==> src/rtl/mdm_pkg.sv <==
package mdm_pkg;
    localparam int PRE_BITS    = 32;
    localparam int FRAME_BITS  = 64;
    localparam int TA_START    = PRE_BITS + 14;
    localparam int DATA_START  = TA_START + 2;
    localparam int CNT_BITS    = $clog2(FRAME_BITS);

    typedef struct packed {
        logic [4:0] phy;
        logic [4:0] regn;
        logic [2:0] range;
        logic       is_write;
        logic       busy;
    } cmd_t;

    // half MDC period in system clocks for each range code
    function automatic logic [6:0] half_period(input logic [2:0] code);
        case (code)
            3'd0:    half_period = 7'd21;
            3'd1:    half_period = 7'd31;
            3'd2:    half_period = 7'd8;
            3'd3:    half_period = 7'd13;
            3'd4:    half_period = 7'd51;
            default: half_period = 7'd62;
        endcase
    endfunction

    function automatic logic [FRAME_BITS-1:0] build_frame(
        input logic is_write, input logic [4:0] phy,
        input logic [4:0] regn, input logic [15:0] payload);
        build_frame = {{PRE_BITS{1'b1}}, 2'b01,
                       (is_write ? 2'b01 : 2'b10), phy, regn, 2'b10, payload};
    endfunction
endpackage

==> src/rtl/mdm_clkgen.sv <==
module mdm_clkgen #(
    parameter int HALF_W = 7
) (
    input  logic       clk,
    input  logic       rst,
    input  logic       en,
    input  logic [2:0] code,
    output logic       mdc,
    output logic       rise,
    output logic       fall
);
    import mdm_pkg::*;

    logic [HALF_W-1:0] cnt;
    logic [HALF_W-1:0] half;
    logic              wrap;

    assign half = HALF_W'(half_period(code));
    assign wrap = en && (cnt == half - 1'b1);
    assign rise = wrap && !mdc;
    assign fall = wrap && mdc;

    always_ff @(posedge clk) begin
        if (rst || !en) begin
            cnt <= '0;
            mdc <= 1'b0;
        end else if (wrap) begin
            cnt <= '0;
            mdc <= ~mdc;
        end else begin
            cnt <= cnt + 1'b1;
        end
    end

    AST_MDC_IDLE_LOW: assert property (@(posedge clk) disable iff (rst)
        !en |=> !mdc) else $error("mdc ran while idle");
endmodule

==> src/rtl/mdm_frame.sv <==
module mdm_frame (
    input  logic        clk,
    input  logic        rst,
    input  logic        start,
    input  logic        is_write_i,
    input  logic [4:0]  phy_i,
    input  logic [4:0]  regn_i,
    input  logic [15:0] payload_i,
    input  logic        rise,
    input  logic        fall,
    input  logic        mdio_i,
    output logic        active,
    output logic        done,
    output logic        mdio_o,
    output logic        mdio_oe,
    output logic [15:0] rd_value
);
    import mdm_pkg::*;

    logic [FRAME_BITS-1:0] shreg;
    logic [CNT_BITS-1:0]   bitcnt;
    logic                  is_wr;
    logic                  last_bit;

    assign last_bit = (bitcnt == CNT_BITS'(FRAME_BITS - 1));
    assign done     = active && fall && last_bit;
    assign mdio_o   = active ? shreg[FRAME_BITS-1] : 1'b1;
    assign mdio_oe  = active && (is_wr || (bitcnt < CNT_BITS'(TA_START)));

    always_ff @(posedge clk) begin
        if (rst) begin
            active   <= 1'b0;
            bitcnt   <= '0;
            shreg    <= '0;
            is_wr    <= 1'b0;
            rd_value <= '0;
        end else if (start) begin
            active <= 1'b1;
            bitcnt <= '0;
            is_wr  <= is_write_i;
            shreg  <= build_frame(is_write_i, phy_i, regn_i, payload_i);
        end else if (active) begin
            if (rise && !is_wr && (bitcnt >= CNT_BITS'(DATA_START)))
                rd_value <= {rd_value[14:0], mdio_i};
            if (fall) begin
                shreg <= shreg << 1;
                if (last_bit) active <= 1'b0;
                else          bitcnt <= bitcnt + 1'b1;
            end
        end
    end

    AST_STABLE_ON_RISE: assert property (@(posedge clk) disable iff (rst)
        (active && rise) |=> $stable(mdio_o)) else $error("mdio moved on mdc rise");
endmodule

==> src/rtl/mdio_mgmt_master.sv <==
module mdio_mgmt_master #(
    parameter int ADDR_W = 8,
    parameter int HALF_W = 7
) (
    input  logic              clk,
    input  logic              rst,
    input  logic              bus_wr,
    input  logic [ADDR_W-1:0] bus_addr,
    input  logic [31:0]       bus_wdata,
    output logic [31:0]       bus_rdata,
    output logic              mdc,
    output logic              mdio_o,
    output logic              mdio_oe,
    input  logic              mdio_i
);
    import mdm_pkg::*;

    localparam logic [ADDR_W-1:0] CMD_OFF  = ADDR_W'(8'h10);
    localparam logic [ADDR_W-1:0] DATA_OFF = ADDR_W'(8'h14);

    cmd_t        cmd_q;
    cmd_t        cmd_new;
    logic [15:0] data_q;
    logic        start;
    logic        active;
    logic        done;
    logic        rise;
    logic        fall;
    logic [15:0] rd_value;

    assign cmd_new = '{phy: bus_wdata[15:11], regn: bus_wdata[10:6],
                       range: bus_wdata[4:2], is_write: bus_wdata[1],
                       busy: bus_wdata[0]};
    assign start = bus_wr && !cmd_q.busy && (bus_addr == CMD_OFF) && bus_wdata[0];

    always_ff @(posedge clk) begin
        if (rst) begin
            cmd_q  <= '0;
            data_q <= '0;
        end else if (done) begin
            cmd_q.busy <= 1'b0;
            if (!cmd_q.is_write) data_q <= rd_value;
        end else if (bus_wr && !cmd_q.busy) begin
            if (bus_addr == CMD_OFF)  cmd_q  <= cmd_new;
            if (bus_addr == DATA_OFF) data_q <= bus_wdata[15:0];
        end
    end

    always_comb begin
        bus_rdata = '0;
        if (bus_addr == CMD_OFF)
            bus_rdata = {16'd0, cmd_q.phy, cmd_q.regn, 1'b0, cmd_q.range,
                         cmd_q.is_write, cmd_q.busy};
        else if (bus_addr == DATA_OFF)
            bus_rdata = {16'd0, data_q};
    end

    mdm_clkgen #(.HALF_W(HALF_W)) u_clk (
        .clk(clk), .rst(rst), .en(active), .code(cmd_q.range),
        .mdc(mdc), .rise(rise), .fall(fall)
    );

    mdm_frame u_frame (
        .clk(clk), .rst(rst), .start(start),
        .is_write_i(bus_wdata[1]), .phy_i(bus_wdata[15:11]),
        .regn_i(bus_wdata[10:6]), .payload_i(data_q),
        .rise(rise), .fall(fall), .mdio_i(mdio_i),
        .active(active), .done(done), .mdio_o(mdio_o),
        .mdio_oe(mdio_oe), .rd_value(rd_value)
    );

    AST_DONE_CLEARS_BUSY: assert property (@(posedge clk) disable iff (rst)
        done |=> !cmd_q.busy) else $error("busy stuck after frame");
    AST_BUSY_TRACKS_FRAME: assert property (@(posedge clk) disable iff (rst)
        start |=> (cmd_q.busy && active)) else $error("start lost");
    AST_CMD_FROZEN: assert property (@(posedge clk) disable iff (rst)
        (cmd_q.busy && !done) |=> $stable(cmd_q)) else $error("cmd changed while busy");
    AST_DATA_FROZEN: assert property (@(posedge clk) disable iff (rst)
        (cmd_q.busy && !done) |=> $stable(data_q)) else $error("data changed while busy");
    AST_IDLE_NO_DRIVE: assert property (@(posedge clk) disable iff (rst)
        !cmd_q.busy |-> (!mdio_oe && !mdc)) else $error("pins active while idle");
endmodule

==> config.mk <==
export PLATFORM = sky130hd
export DESIGN_NAME = mdio_mgmt_master
export DESIGN_NICKNAME = d
export VERILOG_FILES = /design/src/rtl/mdm_pkg.sv /design/src/rtl/mdm_clkgen.sv /design/src/rtl/mdm_frame.sv /design/src/rtl/mdio_mgmt_master.sv
export SDC_FILE = /design/constraint.sdc
export NUM_CORES = 1
export LEC_CHECK = 0
export CAP_MARGIN = 5
export CORE_MARGIN = 4
export CORE_UTILIZATION = 53
export DETAILED_ROUTE_END_ITERATION = 10
export DONT_BUFFER_PORTS = 1
export HOLD_SLACK_MARGIN = 0.08
export PLACE_DENSITY = 0.65
export SYNTH_ARGS = -nofsm -noshare
export SYNTH_HDL_FRONTEND = slang
export SYNTH_SLANG_ARGS = --single-unit
==> constraint.sdc <==
create_clock -name clk -period 4.4 [get_ports clk]
set_input_delay 0.88 -clock clk [delete_from_list [all_inputs] [get_ports clk]]
set_output_delay 0.88 -clock clk [all_outputs]
set_load 0.02 [all_outputs]
==> reports/results.tsv, run 1 <==
metric	value	unit
antenna_found_initial	0	
status	finished clean	
worstSetupStartpointType	input pin	
cpPeakStageDelay	0.56	ns
max_freq	297.9	MHz
synth_cells	713	
p_total	2.562	mW
post_cts_buffers	0	
async_flop_share	0	%
vias_per_cell	6.334	
fin_tns_setup	0	ns
fill_cells	965	
cp_cell_sequence	nor4b_1, nand2_1, nor2_1	
drc	0	
layout-drive-gt1-share	9.753	%
synth_top_cell_by_area	dfxtp_1	
maxCapViolations	0	
synth_edf_count	0	
met2_length	6663	microns
ioPinCount	79	
final_common_cell	dfxtp_1	
power.leakage	2.110	nW
place_congestion	0.7707	
finalHoldViolations	0	
seq_area	0.002542	sq mm
cts_root_buf	clkbuf_16	
top_layer	met4	
setup_viol	0	
power_density	388.7	mW/mm^2
die_h	115.2	microns
fp-row-count	38	
met3WireLength	985	microns
cts_max_path_buffers	2	
synth.distinct_cells	54	
path_class	in2out	
synth_seq_cells	127	
start_util	55.26	%
coreArea	0.01103	sq mm
h-tree-depth	4	
multiInputGateArea	0.003194	sq mm
timing.final.crit_share	76.30	%
yosysSeqAreaShare	41.71	%
cts_tree	done	
reg2reg_slack	1.24	ns
min_path_type	reg2reg	
first_global_vias	4873	
slew_violations	0	
cp_slowest_cell	nand2_1	
grt.total_usage	23.08	%
hold_depth	2	
met1Wirelength	6829	microns
die_w	115.2	microns
drt-total-wl	14670	microns
antenna_cells	0	
post-dp-hpwl	8699	microns
drt_iter0_drc	544	
synth_area_leaders	dfxtp_1 (42%), mux2i_1 (10%), o21ai_0 (7.4%), a31oi_1 (6.1%), nand3_1 (5.5%)	
ant_nets	0	
via_count	5238	
dr.pass1.iters	5	
die_area	0.01328	sq mm
mostFrequentLayoutCells	dfxtp_1 (127), o21ai_0 (90), nand3_1 (67)	
wl_per_cell	17.74	microns
synth_top_area_share	41.71	%
holdBufCountCts	0	
io_buffers	0	
reg2reg_depth	9	
area_growth	8.128	%
cts_resized	0	
nets	722	
cts.sinks	127	
ir_drop	0.0003140	V
synthFlopType	dfxtp_1	
arrival	2.48	ns
cp_data_required_time	3.52	ns
synth_area	0.006096	sq mm
rsz0062_at_grt	no	
ys_warn_count	0	
grt_pass1_wl	24760	microns
synth_area_per_cell	8.550	sq um
cts.clk_slew.worst_paths	0.05	ns
clock_latency	0.42	ns
cts_inserted_buffers	17	
crit_fanout	16	
worst_pin_slew	1.212	ns
maxSlewHeadroom	19.21	%
gr-total-overflow	0	
period_minus_slack	3.357	ns
cp-end-kind	output pin	
grt_max_degree	74	
fin_skew	0.009382	ns
[registers in the layout, summed over array words and instances (netlist names)]
signal and count:
u_clk.mdc 1, u_frame.is_wr 1, u_frame.bitcnt 6, u_frame.active 1, u_frame.shreg 64, cmd_q 15
u_clk.cnt 7, u_frame.rd_value 16, data_q 16
[path summary, 6_finish.rpt]
check                                   start                end
worst max-delay path              bus_addr[5]       bus_rdata[4]
worst min-delay path            u_frame.is_wr      u_frame.is_wr
worst max register to register       cmd_q[3]  u_frame.shreg[59]
worst min register to register  u_frame.is_wr      u_frame.is_wr
[stage by stage]
step	util (%)	worst slack [ns]	area [sq um]	hold WS (ns)	cells
floorplan	-	1.428	6152	0.4312	728
global placement	54.56	1.150	6018	0.4342	796
detailed placement	54.56	1.018	6018	0.4392	796
CTS	59.76	1.014	6591	0.4469	827
global route	59.76	0.8497	6591	0.4683	827
finish	59.76	1.043	6591	0.4456	827
[synth_stat cells, types with 3 or more instances]
| cell type | number |
|---|---|
| a211oi_1 | 16 |
| a21oi_1 | 24 |
| a21oi_2 | 3 |
| a311oi_1 | 5 |
| a31oi_1 | 59 |
| buf_1 | 3 |
| buf_2 | 15 |
| buf_4 | 18 |
| clkbuf_1 | 44 |
| dfxtp_1 | 127 |
| ha_1 | 3 |
| mux2_2 | 16 |
| mux2i_1 | 63 |
| nand2_1 | 61 |
| nand2b_1 | 3 |
| nand3_1 | 67 |
| nand4_1 | 4 |
| nor2_1 | 32 |
| nor2b_1 | 4 |
| nor3_1 | 5 |
| o21ai_0 | 90 |
| or3_1 | 5 |
| xnor2_1 | 4 |
| xor2_1 | 3 |
[layout make-up]
cell class / count / area share, %
clock inverters: 10 / 1.708
clock buffers: 21 / 6.986
flip-flops and latches: 127 / 38.57
repair buffers: 11 / 1.443
inverters: 3 / 0.1708
multi-input cells: 515 / 48.46
well taps: 140 / 2.658
[metal layers]
| metal | track usage [%] | vias up |
|---|---|---|
| li1 | - | 2495 |
| met1 | 32.23 | 2535 |
| met2 | 34.30 | 189 |
| met3 | 6.474 | 19 |
| met4 | 7.981 | 0 |
| met5 | 0 | - |
[power by group]
part / switching [mW] / internal [mW]
combinational: 0.0299 / 0.0118
clock: 0.510 / 0.858
sequential: 0.000722 / 1.15
[critical path, delay by kind of cell]
| family | cells | cell delay (ns) |
|---|---|---|
| simple gates | 3 | 1.60 |
[cells by family (layout without fill, tap and decap cells)]
kind of cell	Yosys count	in the layout	share of synthesized area, %
simple gates	199	199	15.83
other cells	1	16	0.06152
buf+inv	86	45	7.143
flops	127	127	41.71
compound gates	211	211	20.34
fa+ha+maj	3	3	0.6158
mux	79	79	13.30
xor+xnor	7	7	1.006
(Power assumes the default switching activity.)
==> run 2: changes to the inputs <==
==> constraint.sdc (replaced) <==
create_clock -name clk -period 3.35 [get_ports clk]
set_input_delay 0.67 -clock clk [delete_from_list [all_inputs] [get_ports clk]]
set_output_delay 0.67 -clock clk [all_outputs]
set_load 0.02 [all_outputs]
==> reports/results.tsv, run 2 (synthesized netlist as in run 1, its figures left out) <==
metric	value	unit
power_density	504.5	mW/mm^2
post_cts_buffers	0	
setup_viol	0	
mostFrequentLayoutCells	dfxtp_1 (127), o21ai_0 (90), nand3_1 (67)	
final_common_cell	dfxtp_1	
slew_violations	0	
cts_root_buf	clkbuf_16	
post-dp-hpwl	9055	microns
grt_pass1_wl	24310	microns
drc	0	
vias_per_cell	6.181	
first_global_vias	4831	
arrival	3.27	ns
cts.sinks	127	
rsz0062_at_grt	no	
maxSlewHeadroom	40.81	%
antenna_found_initial	0	
final_util	61.10	%
cts.clk_slew.worst_paths	0.05	ns
die_h	115.2	microns
cts_inserted_buffers	17	
whs	0.3343	ns
via_count	5223	
worst_slack	0.3977	ns
drt-total-wl	14870	microns
area_growth	10.57	%
max_freq	338.7	MHz
place_congestion	0.8104	
grt.total_usage	22.91	%
layout-drive-gt1-share	12.20	%
gr-total-overflow	0	
h-tree-depth	4	
largest_reg_flops	64	
wl_per_cell	17.60	microns
drt_iter0_drc	569	
dr.pass1.iters	4	
cts_tree	done	
cp_data_required_time	3.66	ns
fin_tns_setup	0	ns
start_util	55.26	%
power.leakage	2.218	nW
crit_fanout	46	
maxCapViolations	0	
ioPinCount	79	
fin_area	0.006740	sq mm
top_regs	u_frame.shreg: 64 flops, data_q: 16 flops, u_frame.rd_value: 16 flops	
coreArea	0.01103	sq mm
io_buffers	0	
fp-row-count	38	
antenna_cells	0	
cts_max_path_buffers	2	
cts_resized	0	
fill_cells	975	
die_area	0.01328	sq mm
worstSetupStartpointType	flip-flop	
status	finished clean	
grt_max_degree	92	
fin_skew	0.006777	ns
cp-end-kind	flip-flop	
ir_drop	0.0003619	V
worst_pin_slew	0.8825	ns
clock_latency	0.41	ns
post_dp_cell_area	0.006146	sq mm
min_path_type	in2reg	
timing.final.crit_share	88.13	%
dpl_worst_slack	0.4489	ns
path_class	reg2reg	
die_w	115.2	microns
period_minus_slack	2.952	ns
finalHoldViolations	0	
largest-register	u_frame.shreg	
holdBufCountCts	0	
nets	739	
ant_nets	0	
==> run 2: report_power, final <==
part / internal [mW] / switching (mW) / total, mW
registers: 1.51 / 0.000967 / 1.51
clock network: 1.17 / 0.663 / 1.83
logic: 0.0157 / 0.0394 / 0.0551
==> run 2: critical path, stage by stage (launching register included) <==
cell and delay, ns:
dfxtp_1 0.46, inv_1 0.11, o21ai_0 0.18, ha_1 0.27, xor2_1 0.16, nand4b_1 0.24, a21o_1 0.50, buf_4 0.47
o21ai_0 0.14, a311oi_1 0.30
==> run 2: stage by stage <==
stage	instances	total power, mW
global route	845	3.501
finish	845	3.401
floorplan	728	1.623
detailed placement	813	1.600
global placement	813	1.599
CTS	845	3.414
==> run 2: layer usage <==
metal | part of all wire [%] | track usage [%]
met1 | 46 | 30.87
met2 | 47 | 36.03
met3 | 5.7 | 6.211
met4 | 1.4 | 6.886
met5 | 0 | 0
==> run 2: path summary, 6_finish.rpt <==
check	startpoint	end	slack [ns]	cells past startpoint
min	rst	u_frame.active	0.33	1
max reg2reg	cmd_q[3]	u_frame.shreg[28]	0.40	9
max	cmd_q[3]	u_frame.shreg[28]	0.40	9
min reg2reg	u_frame.is_wr	u_frame.is_wr	0.45	2
==> run 2: area by class of cell <==
cell class	instances	area, sq um	area share, %
Clock buffer	22	484.2	7.184
Timing Repair Buffer	28	222.7	3.304
Inverter	3	11.26	0.1671
Sequential cell	127	2542	37.72
Tap cell	140	175.2	2.599
Multi-Input combinational cell	515	3194	47.39
Clock inverter	10	110.1	1.634
